## src/rtl/itmr_pkg.sv

```systemverilog
package itmr_pkg;
  typedef struct packed {
    logic tickAdvance;
    logic loadRestart;
    logic loadKeep;
    logic ackRead;
  } itmrStrobes_t;
endpackage

```

## src/rtl/itmr_ctrl.sv

```systemverilog
module itmr_ctrl
  import itmr_pkg::*;
#(
  parameter int ADDR_W = 5,
  parameter int BE_W   = 4
) (
  input  logic              clk,
  input  logic              rstN,
  input  logic              tickEn,
  input  logic              busValid,
  input  logic              busWrite,
  input  logic [ADDR_W-1:0] busAddr,
  input  logic [BE_W-1:0]   busByteEn,
  input  logic              hit,
  output itmrStrobes_t      strobes,
  output logic              rdSelLimit,
  output logic              rdSelCount,
  output logic              flag,
  output logic              irq
);
  localparam int OFF_W = ADDR_W - 2;
  localparam logic [OFF_W-1:0] OFF_LIMIT = OFF_W'(0);
  localparam logic [OFF_W-1:0] OFF_COUNT = OFF_W'(1);
  localparam logic [OFF_W-1:0] OFF_KEEP  = OFF_W'(2);

  logic             wordAccess;
  logic [OFF_W-1:0] wordOff;

  assign wordOff    = busAddr[ADDR_W-1:2];
  assign wordAccess = busValid && (busAddr[1:0] == 2'b00) && (&busByteEn);

  always_comb begin
    strobes.tickAdvance = tickEn;
    strobes.loadRestart = wordAccess && busWrite && (wordOff == OFF_LIMIT);
    strobes.loadKeep    = wordAccess && busWrite && (wordOff == OFF_KEEP);
    strobes.ackRead     = wordAccess && !busWrite && (wordOff == OFF_LIMIT);
    rdSelLimit          = strobes.ackRead;
    rdSelCount          = wordAccess && !busWrite && (wordOff == OFF_COUNT);
  end

  always_ff @(posedge clk) begin
    if (!rstN) begin
      flag <= 1'b0;
      irq  <= 1'b0;
    end else begin
      if (hit)                  flag <= 1'b1;
      else if (strobes.ackRead) flag <= 1'b0;
      if (hit)                                          irq <= 1'b1;
      else if (strobes.ackRead || strobes.loadRestart)  irq <= 1'b0;
    end
  end

  assert_irq_sticky_R10: assert property (@(posedge clk) disable iff (!rstN)
    irq && !strobes.ackRead && !strobes.loadRestart |=> irq);

  assert_ack_clears_R7: assert property (@(posedge clk) disable iff (!rstN)
    strobes.ackRead && !hit |=> !flag && !irq);

  assert_irq_has_flag_R3: assert property (@(posedge clk) disable iff (!rstN)
    irq |-> flag);

  assert_hit_raises_R3: assert property (@(posedge clk) disable iff (!rstN)
    hit |=> irq && flag);
endmodule

```

## src/rtl/itmr_datapath.sv

```systemverilog
module itmr_datapath
  import itmr_pkg::*;
#(
  parameter int DATA_W = 32,
  parameter int FRAC_W = 9,
  parameter int CNT_W  = 22
) (
  input  logic              clk,
  input  logic              rstN,
  input  itmrStrobes_t      strobes,
  input  logic [DATA_W-1:0] wrData,
  input  logic              rdSelLimit,
  input  logic              rdSelCount,
  input  logic              flag,
  output logic              hit,
  output logic [DATA_W-1:0] rdData
);
  localparam logic [CNT_W-1:0] CNT_MAX = '1;
  localparam logic [CNT_W-1:0] CNT_ONE = CNT_W'(1);
  localparam int PAD_W = DATA_W - 1 - CNT_W - FRAC_W;

  logic [CNT_W-1:0] cnt, lim, effLim, nextCnt, wrField;
  logic             atTop;

  assign wrField = wrData[FRAC_W +: CNT_W];
  assign effLim  = (lim == '0) ? CNT_MAX : lim;
  assign atTop   = (cnt == effLim) || (cnt == CNT_MAX);
  assign nextCnt = atTop ? CNT_ONE : cnt + CNT_ONE;
  assign hit     = strobes.tickAdvance && !strobes.loadRestart &&
                   (lim != '0) && (nextCnt == lim);

  always_ff @(posedge clk) begin
    if (!rstN) begin
      cnt <= '0;
      lim <= '0;
    end else begin
      if (strobes.loadRestart)      cnt <= '0;
      else if (strobes.tickAdvance) cnt <= nextCnt;
      if (strobes.loadRestart || strobes.loadKeep) lim <= wrField;
    end
  end

  generate
    if (PAD_W > 0) begin : g_pad
      always_comb begin
        if (rdSelLimit)      rdData = {1'b0, {PAD_W{1'b0}}, lim, {FRAC_W{1'b0}}};
        else if (rdSelCount) rdData = {flag, {PAD_W{1'b0}}, cnt, {FRAC_W{1'b0}}};
        else                 rdData = '0;
      end
    end else begin : g_nopad
      always_comb begin
        if (rdSelLimit)      rdData = {1'b0, lim, {FRAC_W{1'b0}}};
        else if (rdSelCount) rdData = {flag, cnt, {FRAC_W{1'b0}}};
        else                 rdData = '0;
      end
    end
  endgenerate

  assert_step_R2: assert property (@(posedge clk) disable iff (!rstN)
    strobes.tickAdvance && !strobes.loadRestart && (cnt != CNT_MAX) && (cnt != effLim)
    |=> cnt == CNT_W'($past(cnt) + CNT_ONE));

  assert_hold_R2: assert property (@(posedge clk) disable iff (!rstN)
    !strobes.tickAdvance && !strobes.loadRestart |=> $stable(cnt));

  assert_restart_R5: assert property (@(posedge clk) disable iff (!rstN)
    strobes.loadRestart |=> cnt == '0);

  assert_keep_limit_R6: assert property (@(posedge clk) disable iff (!rstN)
    strobes.loadKeep |=> lim == $past(wrField));

  assert_wrap_R3: assert property (@(posedge clk) disable iff (!rstN)
    strobes.tickAdvance && !strobes.loadRestart && (cnt == effLim) |=> cnt == CNT_ONE);
endmodule

```

## src/rtl/itmr_top.sv

```systemverilog
module itmr_top
  import itmr_pkg::*;
#(
  parameter int DATA_W = 32,
  parameter int ADDR_W = 5,
  parameter int FRAC_W = 9,
  parameter int CNT_W  = 22
) (
  input  logic              clk,
  input  logic              rstN,
  input  logic              tickEn,
  input  logic              busValid,
  input  logic              busWrite,
  input  logic [ADDR_W-1:0] busAddr,
  input  logic [3:0]        busByteEn,
  input  logic [DATA_W-1:0] busWdata,
  output logic [DATA_W-1:0] busRdata,
  output logic              irq
);
  itmrStrobes_t strobes;
  logic rdSelLimit, rdSelCount, flag, hit;

  itmr_ctrl #(.ADDR_W(ADDR_W), .BE_W(4)) u_ctrl (
    .clk(clk), .rstN(rstN), .tickEn(tickEn), .busValid(busValid),
    .busWrite(busWrite), .busAddr(busAddr), .busByteEn(busByteEn),
    .hit(hit), .strobes(strobes), .rdSelLimit(rdSelLimit),
    .rdSelCount(rdSelCount), .flag(flag), .irq(irq)
  );

  itmr_datapath #(.DATA_W(DATA_W), .FRAC_W(FRAC_W), .CNT_W(CNT_W)) u_dp (
    .clk(clk), .rstN(rstN), .strobes(strobes), .wrData(busWdata),
    .rdSelLimit(rdSelLimit), .rdSelCount(rdSelCount), .flag(flag),
    .hit(hit), .rdData(busRdata)
  );
endmodule

```

## config.mk

```make
export PLATFORM = sky130hd
export DESIGN_NAME = itmr_top
export DESIGN_NICKNAME = d
export VERILOG_FILES = /design/src/rtl/itmr_pkg.sv /design/src/rtl/itmr_ctrl.sv /design/src/rtl/itmr_datapath.sv /design/src/rtl/itmr_top.sv
export SDC_FILE = /design/constraint.sdc
export NUM_CORES = 1
export LEC_CHECK = 0
export BUFFER_PORTS_ARGS = -buffer_cell sky130_fd_sc_hd__buf_2
export CELL_PAD_IN_SITES_DETAIL_PLACEMENT = 1
export CELL_PAD_IN_SITES_GLOBAL_PLACEMENT = 2
export CORE_ASPECT_RATIO = 1.25
export CORE_MARGIN = 5
export CORE_UTILIZATION = 29
export CTS_BUF_LIST = sky130_fd_sc_hd__clkbuf_2 sky130_fd_sc_hd__clkbuf_4 sky130_fd_sc_hd__clkbuf_8
export CTS_CLUSTER_SIZE = 24
export DETAILED_ROUTE_END_ITERATION = 7
export HOLD_SLACK_MARGIN = 0.12
export PLACE_DENSITY_LB_ADDON = 0.1
export SLEW_MARGIN = 20
export SYNTH_ARGS = -nofsm -noshare
export SYNTH_HDL_FRONTEND = slang
export SYNTH_SLANG_ARGS = --single-unit
export TNS_END_PERCENT = 10
```

## constraint.sdc

```tcl
create_clock -name clk -period 2.6 [get_ports clk]
set_input_delay 0.26 -clock clk [delete_from_list [all_inputs] [get_ports clk]]
set_output_delay 0.26 -clock clk [all_outputs]
set_load 0.005 [all_outputs]
```

After elaboration in Yosys (flattened, before gate mapping)
Index checks and enable logic that the tools add are counted.

cells by class
  bitwise gates (word level) = 1
  muxes and demuxes = 8
  reductions and logical operators = 24
  add/subtract/negate cells = 1
  eq/ne operators = 5

operator list
  kind                                                                   count
  32-bit two-way mux                                                     2
  22-bit equality test                                                   2
  22-bit two-way mux                                                     2
  22-bit by 1-bit adder with 22-bit output, second input constant        1
  22-bit equality test, second input constant                            1
  22-bit zero test                                                       1
  22-bit nonzero test                                                    1
  1-bit logical AND                                                      11
  1-bit two-way mux                                                      4
  4-bit AND reduction                                                    1
  2-bit nonzero test                                                     2
  3-bit by 1-bit equality test with 1-bit output, second input constant  1
  3-bit by 2-bit equality test with 1-bit output, second input constant  1
  3-bit zero test                                                        1
  1-bit logical OR                                                       3
  1-bit zero test                                                        2
  2-bit zero test                                                        1
  2-bit OR reduction                                                     1
  1-bit inverter                                                         1

word-level totals
  flip-flop bits (word level) = 46
  logic and storage cells = 43

Logic depth before layout (Yosys ltp)
  depth after elaboration = 10
  depth in mapped cells = 12

By module
From an unflattened synthesis, not the netlist that was laid out.

second synthesis, totals
  cell total of the unflattened synthesis = 575
  area, all modules = 3941.3 µm²

by module, submodules not included
  module         times used  cells an instance  area an instance (µm²)
  itmr_datapath  1           556                3743.6
  itmr_ctrl      1           19                 197.7

Worst setup path before layout
Ideal clock, no wire load.

  kind = reg-to-reg
  start = register u_dp.cnt[0]
  end = register u_ctrl.flag
  data required time = 2.531 ns
  cell stages (with the launch flop) = 12
  setup time = 0.069 ns
  clock period less this slack = 2.836 ns
  arrival time = 2.767 ns
  path slack = -0.236 ns
  cells stage by stage = dfxtp_1 buf_2 and4_1 or4b_1 clkbuf_1 or3_1 xnor2_1 nor4b_1 a31o_1 a21oi_1 a2111o_1 o21ai_1

between the ends
  cells in the longest elaborated chain, start to end = 6

RTL lines
  item                                                                                              RTL line             source
  start, declared                                                                                   itmr_datapath.sv:22  logic [CNT_W-1:0] cnt, lim, effLim, nextCnt, wrField;
  start signal, assigned                                                                            itmr_datapath.sv:38  else if (strobes.tickAdvance) cnt <= nextCnt;
  parallel branches: the longest is 2 deep, another holds 22-bit by 1-bit adder with 22-bit output  n/a
  22-bit two-way mux *                                                                              itmr_datapath.sv:28  assign nextCnt = atTop ? CNT_ONE : cnt + CNT_ONE;
  22-bit equality test *                                                                            itmr_datapath.sv:30  (lim != '0) && (nextCnt == lim);
  1-bit logical AND *                                                                               itmr_datapath.sv:30
  1-bit two-way mux / 2-bit nonzero test (equally long branches)                                    n/a
  end signal, assigned                                                                              itmr_ctrl.sv:43      flag <= 1'b0;
  end signal, assigned                                                                              itmr_ctrl.sv:46      if (hit) flag <= 1'b1;
  end signal, assigned                                                                              itmr_ctrl.sv:47      else if (strobes.ackRead) flag <= 1'b0;
  end, declared                                                                                     itmr_ctrl.sv:18      output logic flag,

Every way passes the cells marked *.
A chain may end at the register's enable or synchronous reset.

Worst setup path after layout
  start = register u_dp.lim[7]
  end = register u_ctrl.flag

between the ends
  cells in the longest elaborated chain, start to end = 8

RTL lines
  item                                                            RTL line             source
  start, declared                                                 itmr_datapath.sv:22
  start signal, assigned                                          itmr_datapath.sv:39  if (strobes.loadRestart || strobes.loadKeep) lim <= wrField;
  22-bit zero test                                                itmr_datapath.sv:26  assign effLim = (lim == '0) ? CNT_MAX : lim;
  22-bit two-way mux                                              itmr_datapath.sv:26
  22-bit equality test                                            itmr_datapath.sv:27  assign atTop = (cnt == effLim) || (cnt == CNT_MAX);
  1-bit logical OR                                                itmr_datapath.sv:27
  22-bit two-way mux                                              itmr_datapath.sv:28
  22-bit equality test                                            itmr_datapath.sv:30
  1-bit logical AND *                                             itmr_datapath.sv:30
  1-bit two-way mux / 2-bit nonzero test (equally long branches)  n/a

Mark *: on every way between the ends. The rest lies on a longest branch, timed or not.

==> implementation parameters <==
Parameter                              Value

Synth
  Synth unique cells    69
  Proportion of synthesized chip area in sequential cells    24.0%
  Post-synth EDFFs    0
  Count of state elements after synthesis    46
  Synth area leaders    sky130_fd_sc_hd__dfxtp_1 (24%), sky130_fd_sc_hd__mux2i_1 (12%), sky130_fd_sc_hd__nor2_1 (5.5%), sky130_fd_sc_hd__xor2_1 (4.8%), sky130_fd_sc_hd__nor2b_1 (4.6%)
  Dominant synthesized flop cell    sky130_fd_sc_hd__dfxtp_1
  Top cell type by total area after synthesis    sky130_fd_sc_hd__dfxtp_1
  Total standard cell area after synthesis    3840 um2
  Proportion of synthesized flip-flops having asynchronous set or reset    0%
  Cell count after synthesis    500
  Synth top area share    24.0%
  Avg Synthesized Cell Area    7.68 um2
  Count of yosys warnings during synthesis    0

CTS
  Maximum number of buffers from clock root to sink    2
  Worst-path clk slew    100 ps
  Clock latency of the later-clocked register in the worst-skew pair    340 ps
  Number of buffers created by CTS    5
  Total number of clock tree sinks    46
  CTS tree    done
  CTS H-Tree Depth    2
  Hold buffer count at CTS    0
  Cell at the root of the clock tree    sky130_fd_sc_hd__clkbuf_8

Setup path
  Crit path largest cell delay    470 ps
  Type of destination of the critical path    register
  Cell chain of the critical path    nor3_2 > buf_4 > and4_1 > nand4_4 > mux2i_4 > o31a_1 > buf_6 > buf_4 > nand2_1 > a22o_1 > a2111o_1 > o21ai_1
  R2R Path End    u_ctrl.flag
  Category of the most critical setup path    register to register
  Startpoint of the lowest-slack register-to-register path    u_dp.lim[7]
  WP data arrival    3190 ps
  Most frequent cell on the critical path    sky130_fd_sc_hd__buf_4
  Worst reg-to-reg setup slack    -330 ps
  Max FO, Critical Path    7
  Endpoint required time on the critical path    2870 ps
  Type of origin of the critical path    register
  Depth of the worst register-to-register path    12
  Master of the slowest instance on the critical path    sky130_fd_sc_hd__a2111o_1

Min path
  Startpoint of the most critical hold path    busWdata[22]
  Hold-critical path endpoint    u_dp.lim[13]
  Count of cells along the worst hold path    3
  Type of the tightest min-delay check    primary input to register

STA
  Final Critical Period    2930 ps
  Maximum achievable frequency    342 MHz
  WHS    170 ps
  Final hold vios    0
  Worst-Margin Slew    553 ps
  Worst clock skew    14.3 ps
  Relative slew margins    62.6%
  Fin crit share    113%
  Final worst setup slack    -325 ps
  RSZ-0062 raised after global routing    true
  Number of max-slew violations in the final report    0
  Setup violations, final    2

Floorplan
  Horiz. Die Dim    113 um
  Core Footprint    13100 um2
  Die Outline Area    15700 um2
  Core Rows    47
  Number of top-level pins    79
  Initial Utilization    29.3%
  Die Span Y    139 um

GRT
  Number of antenna violations at the first check in global routing    0
  Global routing usage summed across all routing layers    21.3%
  Vias in the first global route    4469
  Remaining global-route overflow    0
  Pin count of the biggest net entering global routing    26
  Wire length of the first global-routing pass    25700 um

Place
  Total of buffers placed on input and output ports    59
  Global placement routability congestion    0.910
  Half-perimeter wire length of the detailed placement result    13700 um

Routing
  Remaining design rule violation count    0
  Initial detailed-routing violation count    178
  Wire length per cell after detailed routing    20.1 um
  Residual antenna-violating net count after detailed routing    0
  Overall via count from detail_route    4248
  DRT Wirelength    16800 um
  Average via count per standard cell    5.08
  Number of detailed-route iterations in the first pass    4

Finish
  Inserted Diodes    0
  Layout cell share with drive strength beyond 1    38.8%
  Most frequent cells in the layout    sky130_fd_sc_hd__buf_4 (138), sky130_fd_sc_hd__buf_2 (59), sky130_fd_sc_hd__nor2_1 (55)
  Most common cell after layout, fill and taps aside    sky130_fd_sc_hd__buf_4
  Net count of the finished layout    711
  Relative area change from synthesis to final layout    43.4%
  Core Util, Final    42.0%

Pwr
  Total power density per cell area    245 nW/um2
  Net switching component of the power    374 uW
  Internal power component    974 uW
  Sw Ratio    27.8%
  VDD IR max    0.000181 V
  Clock network fraction of design power    36.5%
  Static Leak    2.39 nW
  Part of the total power dissipated in sequential elements    52.6%
  Proportion of power drawn by combinational gates    10.8%

Run status
  Outcome    complete, but fails checks
  Violations in the final reports    setup timing

Run
  # Max-Cap Violations    0
-- registers in the layout, summed over array words and instances (netlist names) --
register	count
u_dp.cnt	22
u_ctrl.irq	1
u_dp.lim	22
u_ctrl.flag	1
-- cells by family (layout without fill, tap and decap cells) --
kind of cell / Yosys count / after routing / synth area share [%]
and+or+nand+nor: 215 / 215 / 30.8
AOI/OAI and AO/OA: 77 / 77 / 13.5
buffers and inverters: 70 / 227 / 8.37
muxes: 49 / 49 / 13.3
DFF: 46 / 46 / 24.0
xor gates and xnor gates: 41 / 41 / 9.71
adders and majority gates: 1 / 1 / 0.326
other: 1 / 9 / 0.0976
-- worst max-delay path by stage --
stage	from	endpoint	slack [ps]	cells after the start
final	u_dp.lim[7]	u_ctrl.flag	-330	12
after CTS	u_dp.lim[12]	u_ctrl.irq	-340	10
after detailed placement	u_dp.cnt[12]	u_ctrl.irq	-410	11
after global placement	u_dp.cnt[12]	u_ctrl.irq	-350	11
after global routing	u_dp.lim[7]	u_ctrl.irq	-430	12
after floorplan	u_dp.cnt[0]	u_ctrl.flag	-100	11
-- Yosys cell counts (11+ instances only) --
library cell               number
sky130_fd_sc_hd__nand2b_1      11
sky130_fd_sc_hd__nor2b_1       28
sky130_fd_sc_hd__xor2_1        21
sky130_fd_sc_hd__mux2i_1       45
sky130_fd_sc_hd__nand2_1       36
sky130_fd_sc_hd__clkbuf_1      29
sky130_fd_sc_hd__a21oi_1       18
sky130_fd_sc_hd__o21ai_0       16
sky130_fd_sc_hd__nor2_1        56
sky130_fd_sc_hd__dfxtp_1       46
sky130_fd_sc_hd__inv_1         15
sky130_fd_sc_hd__xnor2_1       19
sky130_fd_sc_hd__nand3_1       23
sky130_fd_sc_hd__buf_2         13
-- critical path, delay by kind of cell, from the launching register on --
family	cells	cell delay, ps
compound gates	4	1120
buf+inv	3	430
flops	1	400
mux	1	250
simple gates	4	650
-- layout make-up --
type                       instances  area [um2]
clock buffer                       6        76.3
tap                              171         214
clock inverter                     2        13.8
fill                            1622        7610
inverter                          15        56.3
multi-input combinational        392        2790
sequential                        46         935
timing repair buffer             204        1420
-- layer usage --
layer	vias to the layer above	share of wire, %	GRT usage (%)
met5	-	0	0
li1	2049	-	-
met1	2071	44	27.0
met2	96	48	35.3
met3	32	4.2	3.40
met4	0	4.2	9.62
-- through the flow --
step	cell area (um2)	TNS, ps	power (mW)	setup WS (ps)	std cells
after floorplan	3940	-194	0.811	-97.0	508
after global placement	5210	-790	0.867	-354	821
after detailed placement	5210	-945	0.870	-412	821
after CTS	5400	-811	1.38	-343	832
after global routing	5510	-1280	1.40	-434	836
final	5510	-649	1.35	-325	836
-- power by group through the flow --
stage / combinational [mW] / sequential, mW / clock [mW]
after CTS: 0.147 / 0.711 / 0.521
after detailed placement: 0.143 / 0.727 / 0
final: 0.146 / 0.709 / 0.493
after global placement: 0.140 / 0.727 / 0
after floorplan: 0.0854 / 0.726 / 0
after global routing: 0.159 / 0.710 / 0.531
-- repair_timing --
action	CTS	global route
hold endpoints to repair	0	0
setup buffers	3	4
gates cloned	0	0
gates resized for setup	17	24
pin swaps	8	16
endpoints found under the setup margin	5	11
Note: power is estimated with default switching activity, not from simulation.
